## config.mk

```make
export PLATFORM = sky130hd
export DESIGN_NAME = wgt_idx_gen
export DESIGN_NICKNAME = d
export VERILOG_FILES = /design/src/rtl/wgt_idx_pkg.sv /design/src/rtl/wgt_step_counter.sv /design/src/rtl/wgt_idx_split.sv /design/src/rtl/wgt_idx_gen.sv
export SDC_FILE = /design/constraint.sdc
export NUM_CORES = 1
export LEC_CHECK = 0
export ABC_AREA = 1
export BUFFER_PORTS_ARGS = -buffer_cell sky130_fd_sc_hd__buf_2
export CAP_MARGIN = 25
export CORE_ASPECT_RATIO = 1.5
export CORE_MARGIN = 2
export CORE_UTILIZATION = 50
export DETAILED_ROUTE_END_ITERATION = 12
export PLACE_DENSITY = 0.72
export SLEW_MARGIN = 10
export SYNTH_ARGS = -nofsm -noshare
export SYNTH_HDL_FRONTEND = slang
export SYNTH_SLANG_ARGS = --single-unit
```

## constraint.sdc

```tcl
create_clock -name clk -period 9.7 [get_ports clk]
set_clock_uncertainty 0.05 [all_clocks]
set_input_delay 1.455 -clock clk [delete_from_list [all_inputs] [get_ports clk]]
set_output_delay 1.455 -clock clk [all_outputs]
set_load 0.1 [all_outputs]
```

## src/rtl/wgt_idx_pkg.sv

```systemverilog
package wgt_idx_pkg;
  typedef enum logic {
    RUN_IDLE = 1'b0,
    RUN_BUSY = 1'b1
  } run_state_t;
endpackage

```

## src/rtl/wgt_step_counter.sv

```systemverilog
module wgt_step_counter #(
  parameter int W = 16
) (
  input  logic         clk,
  input  logic         rst_n,
  input  logic         clr,
  input  logic         adv,
  input  logic [W-1:0] step,
  input  logic [W-1:0] lim,
  output logic [W-1:0] cnt,
  output logic         wrap
);
  logic [W-1:0] cnt_q;
  logic [W:0]   nxt_sum;

  function automatic logic [W:0] add_step(input logic [W-1:0] a, input logic [W-1:0] b);
    return {1'b0, a} + {1'b0, b};
  endfunction

  assign nxt_sum = add_step(cnt_q, step);
  assign wrap    = (nxt_sum >= {1'b0, lim});
  assign cnt     = cnt_q;

  always_ff @(posedge clk or negedge rst_n) begin
    if (!rst_n)       cnt_q <= '0;
    else if (clr)     cnt_q <= '0;
    else if (adv)     cnt_q <= wrap ? '0 : nxt_sum[W-1:0];
  end

  AST_CNT_BELOW_LIM: assert property (@(posedge clk) disable iff (!rst_n)
    (adv && !clr) |=> (cnt_q < $past(lim)));
endmodule

```

## src/rtl/wgt_idx_split.sv

```systemverilog
module wgt_idx_split #(
  parameter int IDX_W         = 16,
  parameter int ELEM_PER_WORD = 8,
  localparam int OFS_W  = $clog2(ELEM_PER_WORD),
  localparam int ADDR_W = IDX_W - OFS_W
) (
  input  logic [IDX_W-1:0]  idx,
  output logic [ADDR_W-1:0] addr,
  output logic [OFS_W-1:0]  ofs
);
  function automatic logic [ADDR_W-1:0] word_of(input logic [IDX_W-1:0] v);
    return v[IDX_W-1:OFS_W];
  endfunction

  function automatic logic [OFS_W-1:0] lane_of(input logic [IDX_W-1:0] v);
    return v[OFS_W-1:0];
  endfunction

  assign addr = word_of(idx);
  assign ofs  = lane_of(idx);
endmodule

```

## src/rtl/wgt_idx_gen.sv

```systemverilog
module wgt_idx_gen
  import wgt_idx_pkg::*;
#(
  parameter int IDX_W         = 16,
  parameter int ELEM_PER_WORD = 8,
  localparam int OFS_W  = $clog2(ELEM_PER_WORD),
  localparam int ADDR_W = IDX_W - OFS_W
) (
  input  logic              clk,
  input  logic              rst_n,
  input  logic              start,
  input  logic [IDX_W-1:0]  cfg_k,
  input  logic [IDX_W-1:0]  cfg_span,
  input  logic [IDX_W-1:0]  cfg_tile_step,
  input  logic [IDX_W-1:0]  cfg_aux_lim,
  input  logic [IDX_W-1:0]  cfg_aux_step,
  output logic              out_valid,
  input  logic              out_ready,
  output logic [IDX_W-1:0]  out_idx,
  output logic [ADDR_W-1:0] out_addr,
  output logic [OFS_W-1:0]  out_ofs,
  output logic              done
);
  run_state_t       state_q;
  logic [IDX_W-1:0] k_q, span_q, tstep_q, alim_q, astep_q;
  logic             done_q;

  // named internal events
  logic fire, adv_aux, adv_mid, adv_tile, last_fire;
  logic aux_wrap, mid_wrap, tile_wrap;
  logic [IDX_W-1:0] aux_cnt, mid_cnt, tile_cnt;

  assign out_valid = (state_q == RUN_BUSY);
  assign fire      = out_valid && out_ready && !start;
  assign adv_aux   = fire;
  assign adv_mid   = adv_aux && aux_wrap;
  assign adv_tile  = adv_mid && mid_wrap;
  assign last_fire = adv_tile && tile_wrap;

  always_ff @(posedge clk or negedge rst_n) begin
    if (!rst_n) begin
      state_q <= RUN_IDLE;
      k_q     <= '0;
      span_q  <= '0;
      tstep_q <= '0;
      alim_q  <= '0;
      astep_q <= '0;
      done_q  <= 1'b0;
    end else begin
      done_q <= last_fire;
      if (start) begin
        state_q <= RUN_BUSY;
        k_q     <= cfg_k;
        span_q  <= cfg_span;
        tstep_q <= cfg_tile_step;
        alim_q  <= cfg_aux_lim;
        astep_q <= cfg_aux_step;
      end else if (last_fire) begin
        state_q <= RUN_IDLE;
      end
    end
  end

  wgt_step_counter #(.W(IDX_W)) i_aux (
    .clk(clk), .rst_n(rst_n), .clr(start), .adv(adv_aux),
    .step(astep_q), .lim(alim_q), .cnt(aux_cnt), .wrap(aux_wrap));

  wgt_step_counter #(.W(IDX_W)) i_mid (
    .clk(clk), .rst_n(rst_n), .clr(start), .adv(adv_mid),
    .step(k_q), .lim(span_q), .cnt(mid_cnt), .wrap(mid_wrap));

  wgt_step_counter #(.W(IDX_W)) i_tile (
    .clk(clk), .rst_n(rst_n), .clr(start), .adv(adv_tile),
    .step(tstep_q), .lim(k_q), .cnt(tile_cnt), .wrap(tile_wrap));

  assign out_idx = aux_cnt + mid_cnt + tile_cnt;
  assign done    = done_q;

  wgt_idx_split #(.IDX_W(IDX_W), .ELEM_PER_WORD(ELEM_PER_WORD)) i_split (
    .idx(out_idx), .addr(out_addr), .ofs(out_ofs));

  AST_HOLD_ON_STALL: assert property (@(posedge clk) disable iff (!rst_n)
    (out_valid && !out_ready && !start) |=> (out_valid && $stable(out_idx)));
  AST_DONE_PULSE: assert property (@(posedge clk) disable iff (!rst_n)
    done |=> !done);
  AST_DONE_AFTER_LAST: assert property (@(posedge clk) disable iff (!rst_n)
    done |-> ($past(out_valid && out_ready) && !out_valid));
  AST_START_ZERO: assert property (@(posedge clk) disable iff (!rst_n)
    start |=> (out_valid && out_idx == '0));
  AST_TILE_BELOW_K: assert property (@(posedge clk) disable iff (!rst_n)
    out_valid |-> (tile_cnt < k_q));
endmodule

```

Word level (Yosys, flattened, before mapping):

Cells that the tools add are included.

* add/subtract/negate cells: 5
* multipliers: 0
* div/mod/pow operators: 0
* magnitude comparators: 3
* eq/ne operators: 0
* shifts and indexed selects: 0
* muxes and demuxes: 11
* bitwise gates (word level): 0
* reductions and logical operators: 10

Operators by type and width (number)
* 16-bit 2-to-1 mux: 9
* 16-bit by 16-bit adder with 17-bit output: 3
* 17-bit by 16-bit >= comparator with 1-bit output: 3
* 16-bit adder: 2
* 2-bit nonzero test: 4
* 1-bit logical AND: 5
* 1-bit 2-to-1 mux: 2
* 1-bit logical NOT: 1

* bits in registers: 130
* bits in latches: 0
* RAM bits: 0
* ROM bits: 0
* input bits: 84
* output and inout bits: 34
* logic and storage cells: 39
* memories: 0

Longest topological paths before layout:

Gate-level depths: netlist of the first run.

* depth in word-level cells: 7
* mapped depth: 26
* mapped depth without buffers: 25

Hierarchy:

From an unflattened synthesis of the first run, not the netlist that was laid out.

* cells, all modules: 1441
* area total of the unflattened synthesis: 10426.2 um2

By module, submodules not included
* wgt_idx_gen: instances 1, cells an instance 543, area each 4330.4 um2, sequential area each 2052.0 um2
* wgt_step_counter (i_aux ...): instances 2, cells an instance 276, area each 1923.1 um2, sequential area each 400.4 um2
* wgt_step_counter (i_tile): instances 1, cells an instance 330, area each 2129.5 um2, sequential area each 400.4 um2
* wgt_idx_split: instances 1, cells an instance 16, area each 120.1 um2, sequential area each 0.0 um2

Worst setup path before layout of the first run:

No wires, ideal clock.

* kind: register -> output
* from: register i_aux.cnt_q[1] (netlist: i_aux.cnt[1])
* to: output port out_idx[13]
* data arrival time: 4.554 ns
* required time: 8.195 ns
* setup slack: 3.641 ns
* cell stages (with the launch flop): 14
* buffers on the path: 1
* cell sequence: dfrtp_1 > fa_1 > ha_1 > inv_1 > fa_1 > nand3b_1 > nand2_1 > inv_1 > o21a_1 > o21ai_0 > a21boi_0 > o21ai_0 > xor2_1 > buf_4

* longest elaborated chain between the ends: 2

RTL lines
* start: declaration: RTL line wgt_step_counter.sv:13 `logic [W-1:0] cnt_q;`
* start signal: assignment: RTL line wgt_step_counter.sv:27 `else if (adv) cnt_q <= wrap ? '0 : nxt_sum[W-1:0];`
* 16-bit adder (2 in a row): RTL line wgt_idx_gen.sv:76 `assign out_idx = aux_cnt + mid_cnt + tile_cnt;`
* end: declaration: RTL line wgt_idx_gen.sv:19 `output logic [IDX_W-1:0] out_idx,`

No other way between the ends.

Worst setup path in the final report of the first run:

* from: register i_aux.cnt_q[1] (netlist: i_aux.cnt[1])
* to: output port out_addr[10]

* longest elaborated chain between the ends: 2

RTL lines
* 16-bit adder (2 in a row): RTL line wgt_idx_gen.sv:76
* end: declaration: RTL line wgt_idx_gen.sv:20 `output logic [ADDR_W-1:0] out_addr,`

No other way between the ends.

==> impl_results.md, run 1 <==
- Synth Flop Type: dfrtp_1
- Post-synthesis simple-gate area fraction: 21.44%
- Worst reg-to-reg path cell count: 23
- Final setup violation count: 0
- Hpwl dp: 19700 um
- Post-route ant nets: 0
- Clock sink count: between 100 and 150
- Period utilization: a little under three fifths
- # fillers: 1752
- Initial drt markers: about 440
- Worst hold path class: register to register
- Setup TNS: 0 ns
- CTS Buf Count: 17
- Post-CTS setup buffers: 0
- Synthesized flop and latch total: 130
- Post-CTS Hold Buffers: 0
- Buffers on Ports: 117
- Initial DRT Pass Iterations: 7
- RSZ-0062 raised after global routing: no
- Post-synth EDFFs: 0
- Fin crit period: 5.416 ns
- Die height: around 170 um
- Diode count: 0
- I/O pin cnt: 118
- Critical Path Max Stage Delay: 0.56 ns
- Total track usage: 26.17%
- Yosys warns: 0
- Placer Congestion: 0.9489
- Cell Count, Final, Fillers Out: approximately 1500
- CTS clock-pin slew for the worst setup and hold paths: ~0.06 ns
- Power per standard cell area: ~260 nW/um2
- DR WL met2: 12970 um
- Avg WL per Cell: 16.24 um
- Synth Area in Compound Gates: 11.66%
- Post-synth ARST share: 100.0%
- Fmax: about 0.18 GHz
- Critical path required time: 8.20 ns
- Max Cap Viol: 0
- Multi-input gate area: 5378 um2
- Global route overflow: 0
- Outcome: complete, no violations
- Via/cell ratio: 5.290
- Core ar.: around 19000 um2
- Initial Util: approximately half
- Via count: 8157
- Clock Latency Late Sink: 0.43 ns
- Hold Path End: tstep_q[8]$_DFFE_PN0P_
- First-pass GRT wire length: 39540 um
- Syn avg cell area: approximately 8 um2
- Final hold vios: 0
- Combinational family with the most area after synthesis: simple AND/OR/NAND/NOR gates
- Commonest non-fill, non-tap cell in the layout: nand2_1
- Die Width: 116.1 um
- Slowest cell on crit path: fa_1
- Post-Route WL: ~25000 um
- CTS root buf: clkbuf_16
- Commonest non-fill, non-tap cells in the layout: nand2_1 (354), inv_1 (144), dfrtp_1 (130), buf_2 (115), ha_1 (110)
- Setup CP Type: register to output pin
- Maximum VDD drop: approximately 0.0003 V
- Hold Startpoint: tstep_q[8]$_DFFE_PN0P_
- Seq/Total Area, Yosys: between 30% and 40%
- Nets: 1490
- Maximum clock insertion buffer count: 2
- Yosys cell types: between 40 and 50
- Largest net degree at the start of global routing: 79
- Design Area, Final: 10800 um2
- DRT met1 WL: 10060 um
- Share of cells above drive strength 1: 13.33%
- Synthesized Nets: 1393
- Area growth syn-to-layout: 14.49%
- Top sig layer: met4
- H-tree levels: 4
- Register-to-register setup slack: between 4 and 5 ns
- Mux contribution to synthesized area: 0%
- Synthesized area: 9432 um2
- Synth Area in Adders: a little under a fifth
- Crit Path Max Fanout: 3
- Post-synthesis cell count: about 1200
- Floorplan row count: 61
- Detailed-route DRC error count: 0
- Initial antenna violation count: 0
- CTS tree: built
- Area after DPL: 10140 um2
- Hold path depth: 2
- Met3 routed WL: between 1000 and 1500 um
- Worst-path cell chain: fa_1 > ha_1 > inv_1 > fa_1 > nand3b_1 > nand2_1 > inv_1 > o21a_1 > o21ai_0 > a21boi_0 > o21ai_0 > xor2_1 > buf_2
- R2r startpoint: k_q[0]$_DFFE_PN0P_
- Reg area: approximately 3300 um2
- Post-CTS sizing: 0
- Worst Setup End Kind: output pin
- Tightest Pin Transition: 0.9036 ns
- R2R Path End: i_mid.cnt[14]$_DFFE_PN0P_
- Die area: 20000 um2
- CP Launch Type: register
- Util after Layout: 58.22%
- CP arrival: 3.91 ns
- Vias in the first global route: 7822
- Pleak: about 6.1 nW
- Placed Instances: between 1500 and 2000
- Max-slew violation count: 0
- Max-slew headroom: 39.54%
- Post-synthesis xor/xnor area fraction: under 10%
[power breakdown]
part | internal (mW) | switching [mW] | total (mW)
combinational | 0.341 | 1.05 | 1.39
sequential | 0.605 | 0.0690 | 0.674
clock | 0.488 | 0.244 | 0.731
total | 1.43 | 1.37 | 2.80
[state kept, by name, summed over array words and instances, names as in the netlist]
signal / count
i_mid.cnt: 16
out_valid: 1
alim_q: 16
k_q: 16
i_tile.cnt: 16
span_q: 16
astep_q: 16
done: 1
tstep_q: 16
i_aux.cnt: 16
[area by class of cell]
class | count | area share [%]
flip-flops and latches | 130 | 30.13
clock inverters | 10 | 1.900
multi-input cells | 860 | 49.80
clock buffers | 22 | 4.206
repair buffers | 121 | 5.933
inverters | 147 | 5.110
well taps | 252 | 2.920
[worst max-delay path by stage]
stage | from | to | slack, ns | depth (start not counted)
finish | i_aux.cnt[1]$_DFFE_PN0P_ | out_addr[10] | 4.28 | 13
CTS | i_aux.cnt[1]$_DFFE_PN0P_ | out_addr[10] | 4.24 | 13
floorplan | i_aux.cnt[1]$_DFFE_PN0P_ | out_idx[13] | 3.64 | 13
global route | i_aux.cnt[1]$_DFFE_PN0P_ | out_idx[13] | 4.01 | 13
detailed placement | i_aux.cnt[1]$_DFFE_PN0P_ | out_addr[10] | 4.70 | 13
global placement | i_aux.cnt[1]$_DFFE_PN0P_ | out_addr[10] | 4.84 | 13
[Yosys cell counts, drive strengths merged (8+ instances only)]
cell type / n / share of area, %
nand2: 360 / 14
nand4: 28 / 1.9
a21oi: 68 / 3.8
fa: 19 / 4.0
nand3: 38 / 2.2
o21ai: 79 / 4.3
buf: 24 / 1.9
xnor2: 20 / 1.9
inv: 146 / 5.8
dfrtp: 130 / 34
a22o: 8 / 0.74
clkbuf: 19 / 0.76
xor2: 37 / 3.4
nor2: 42 / 2.0
ha: 110 / 15
[routing by layer]
metal  GRT usage [%]  vias to the layer above
met5               0                        -
met4           12.22                        0
met3           4.171                       60
met2           46.86                      202
met1           30.28                     3847
li1                -                     4048
[logic make-up after synthesis]
kind of cell    count (synthesis)
simple gates                  483
compound gates                191
buf+inv                       190
flops                         130
fa+ha+maj                     129
xor+xnor                       57
[worst max-delay path: cells and delay by family (launching register included)]
kind	cells	cell delay, ns
simple gates	2	0.29
xor+xnor	1	0.20
fa+ha+maj	3	1.12
flops	1	0.42
compound gates	4	0.89
buf+inv	3	0.56
[stage by stage]
stage | setup WS, ns | power [mW] | hold WS, ns
global placement | 4.840 | 2.049 | 0.4153
detailed placement | 4.698 | 2.071 | 0.4177
CTS | 4.238 | 2.811 | 0.4319
global route | 4.008 | 2.947 | 0.4525
floorplan | 3.641 | 1.818 | 0.3959
finish | 4.284 | 2.800 | 0.4274
Note: power is estimated with default switching activity, not from simulation.
==> run 2: changes to the inputs <==
--- a/config.mk
+++ b/config.mk
@@ -5,14 +5,14 @@
 export SDC_FILE = /design/constraint.sdc
 export NUM_CORES = 1
 export LEC_CHECK = 0
-export ABC_AREA = 1
+export ABC_AREA = 0
 export BUFFER_PORTS_ARGS = -buffer_cell sky130_fd_sc_hd__buf_2
 export CAP_MARGIN = 25
 export CORE_ASPECT_RATIO = 1.5
 export CORE_MARGIN = 2
 export CORE_UTILIZATION = 50
 export DETAILED_ROUTE_END_ITERATION = 12
-export PLACE_DENSITY = 0.72
+export PLACE_DENSITY = 0.73
 export SLEW_MARGIN = 10
 export SYNTH_ARGS = -nofsm -noshare
 export SYNTH_HDL_FRONTEND = slang
==> constraint.sdc (replaced) <==
create_clock -name clk -period 5.4 [get_ports clk]
set_clock_uncertainty 0.05 [all_clocks]
set_input_delay 0.81 -clock clk [delete_from_list [all_inputs] [get_ports clk]]
set_output_delay 0.81 -clock clk [all_outputs]
set_load 0.1 [all_outputs]
==> impl_results.md, run 2 <==
- CTS clock-pin slew for the worst setup and hold paths: 0.06 ns (about the same)
- Synthesized flop and latch total: 130 (unchanged)
- Post-CTS Hold Buffers: 0 (unchanged)
- CTS root buf: clkbuf_16
- Crit Path Max Fanout: 4 (+1)
- Overall Power: 6.233 mW (+120%)
- Critical path required time: 4.54 ns (-3.66 ns)
- Reg area: 3253 um2 (unchanged)
- Tightest Pin Transition: 0.8572 ns (-0.04643 ns)
- Placer Congestion: 0.9195 (-3.1%)
- Post-synthesis xor/xnor area fraction: 4.254% (-1.0 points)
- Die Width: 113.9 um (-1.9%)
- Syn avg cell area: 9.795 um2 (+23%)
- Worst hold path class: input port to asynchronous set/reset pin
- Synthesized area: 9060 um2 (-3.9%)
- Synthesized Nets: 1138 (-18%)
- R2r startpoint: i_aux.cnt[0]$_DFFE_PN0P_
- Maximum VDD drop: 0.0007488 V (+150%)
- R2R Path End: i_tile.cnt[3]$_DFFE_PN0P_
- Worst Setup End Kind: output pin
- Avg WL per Cell: 18.21 um (+12%)
- Mux contribution to synthesized area: 4.102% (+4.1 points)
- Max-slew headroom: 42.86% (+3.3 points)
- Total track usage: 25.16% (-1.0 points)
- Buffers on Ports: 117 (unchanged)
- PnR worst setup slack: 0.2888 ns (-3.995 ns)
- Synth area leader: dfrtp_1
- Post-CTS setup buffers: 0 (unchanged)
- Synth Flop Type: dfrtp_1
- Maximum clock insertion buffer count: 2 (unchanged)
- Max-slew violation count: 0 (unchanged)
- Via count: 7225 (-11%)
- Initial drt markers: 369 (-16%)
- Core ar.: 17870 um2 (-3.7%)
- Commonest non-fill, non-tap cell in the layout: dfrtp_1
- Setup TNS: 0 ns (unchanged)
- Diode count: 0 (unchanged)
- Post-synth ARST share: 100.0% (unchanged)
- Placed Instances: 1227 (-19%)
- Post-route ant nets: 0 (unchanged)
- Largest net degree at the start of global routing: 94 (+19%)
- Die area: 19230 um2 (-3.8%)
- Yosys warns: 0 (unchanged)
- # fillers: 1579 (-9.9%)
- Cell with the most instances after synthesis: dfrtp_1
- Area share of the largest cell type after synthesis: 35.91% (+1.4 points)
- CP arrival: 4.25 ns (+0.34 ns)
- Post-Route WL: 22930 um (-8.4%)
- Post-synthesis cell count: 925 (-22%)
- Multi-input gate area: 5289 um2 (-1.7%)
- Initial Util: 50.71% (-0.15 points)
- Nets: 1242 (-17%)
- Final hold vios: 0 (unchanged)
- CP Launch Type: register
- Design Area, Final: 10430 um2 (-3.4%)
- Synth Area in Adders: 19.39% (+0.76 points)
- Initial antenna violation count: 0 (unchanged)
- First-pass GRT wire length: 37000 um (-6.4%)
- Outcome: complete, no violations
- Hpwl dp: 17960 um (-8.9%)
- Detailed-route DRC error count: 0 (unchanged)
- Via/cell ratio: 5.739 (+8.5%)
- Power per standard cell area: 597.6 nW/um2 (+130%)
- Commonest non-fill, non-tap cells in the layout: dfrtp_1 (130), buf_2 (115), ha_1 (110), inv_1 (81), o21ai_0 (77)
- Area growth syn-to-layout: 15.12%
- DP Worst Slack: 0.6061 ns (-4.092 ns)
- H-tree levels: 4 (unchanged)
- Combinational family with the most area after synthesis: compound AO/OA/AOI/OAI gates
- Synth top area cells: dfrtp_1 (36%), ha_1 (15%), o21ai_0 (4.3%)
- Fmax: 0.1956 GHz
- Vias in the first global route: 7317 (-6.5%)
- Yosys cell types: 62 (+41%)
- Global route overflow: 0 (unchanged)
- Clock sink count: 130 (unchanged)
- CTS Buf Count: 17 (unchanged)
- Period utilization: 94.65%
- Post-synthesis simple-gate area fraction: 10.92% (-11 points)
- CP Launch Point: i_aux.cnt[1]$_DFFE_PN0P_
- Floorplan row count: 60 (-1.6%)
- Post-CTS sizing: 0 (unchanged)
- Post-synth EDFFs: 0 (unchanged)
- Fin Hold WS: 0.3764 ns (-0.05099 ns)
- Pleak: 5.337 nW (-13%)
- Area after DPL: 9761 um2 (-3.7%)
- I/O pin cnt: 118 (unchanged)
- Seq/Total Area, Yosys: 35.91% (+1.4 points)
- Register-to-register setup slack: 0.56 ns (-4.38 ns)
- Initial DRT Pass Iterations: 5 (-2)
- Fin crit period: 5.111 ns
- Cell Count, Final, Fillers Out: 1259 (-18%)
- Worst reg-to-reg path cell count: 19 (-17%)
- Max Cap Viol: 0 (unchanged)
- Synth Area in Compound Gates: 19.65% (+8.0 points)
- Final setup violation count: 0 (unchanged)
- Util after Layout: 58.38% (+0.16 points)
- Most frequent cells after synthesis: dfrtp_1 (130), ha_1 (110), inv_1 (81), o21ai_0 (77), nand2_1 (70)
- Share of cells above drive strength 1: 19.19% (+5.9 points)
- Die height: 168.9 um (-1.9%)
- Clock Latency Late Sink: 0.43 ns (about the same)
- Setup CP Type: register to output pin
- RSZ-0062 raised after global routing: no
- CTS tree: built
## run 2: cell count changes in the layout (fill, tap and decap cells not counted), moves of 21 or more
| cell | before | now |
|---|---|---|
| nand2_1 | 354 | 70 |
| a22o_1 | 8 | 43 |
| nand3_1 | 35 | 14 |
| nand4_1 | 28 | 7 |
| xor2_1 | 37 | 10 |
| a21oi_1 | 65 | 37 |
| mux2_2 | 0 | 33 |
| inv_1 | 144 | 81 |
## run 2: worst max-delay path by stage
stage / to / slack (ns)
after floorplan: out_idx[13] / 0.04
after global placement: i_tile.cnt[6]$_DFFE_PN0P_ / 0.69
after detailed placement: i_tile.cnt[7]$_DFFE_PN0P_ / 0.61
after CTS: out_addr[12] / 0.30
after global routing: out_addr[12] / 0.11
final: out_addr[12] / 0.29
## run 2: layout make-up
class	instances	share of cell area, %
multi-input combinational	675	50.71
sequential	130	31.19
timing repair buffer	124	6.166
clock buffer	20	4.475
inverter	81	2.915
tap	217	2.603
clock inverter	12	1.943
## run 2: cell families (layout without fill, tap and decap cells)
family	Yosys count	after routing
AO/OA/AOI/OAI	261	261
XOR/XNOR	44	44
adder cells (fa/ha/maj)	129	129
buffers and inverters	120	237
flip-flops	130	130
multiplexers	33	33
AND/OR/NAND/NOR	208	208
## run 2: metal layers
metal	track usage (%)	vias to the layer above	part of all wire [%]
met5	0	-	0
met4	12.25	0	4.4
met3	4.153	53	4.0
met2	45.35	195	52
met1	28.61	3451	40
li1	-	3526	-
## run 2: report_power, final
group	switching [mW]	total, mW	leakage (nW)	internal [mW]
registers	0.180	1.30	1.64	1.12
logic	2.63	3.61	3.38	0.980
clock network	0.462	1.32	0.315	0.857
total	3.27	6.23	5.34	2.96
## run 2: critical path, stage by stage (launching register included)
cell and delay (ns):
dfrtp_1 0.44, fa_1 0.50, ha_1 0.24, inv_1 0.07
fa_1 0.19, nor2b_1 0.05, o21ai_1 0.15, a21boi_1 0.13
o41ai_1 0.54, o21ai_1 0.21, or4_1 0.49, and3_1 0.19
a211oi_2 0.15, buf_2 0.46
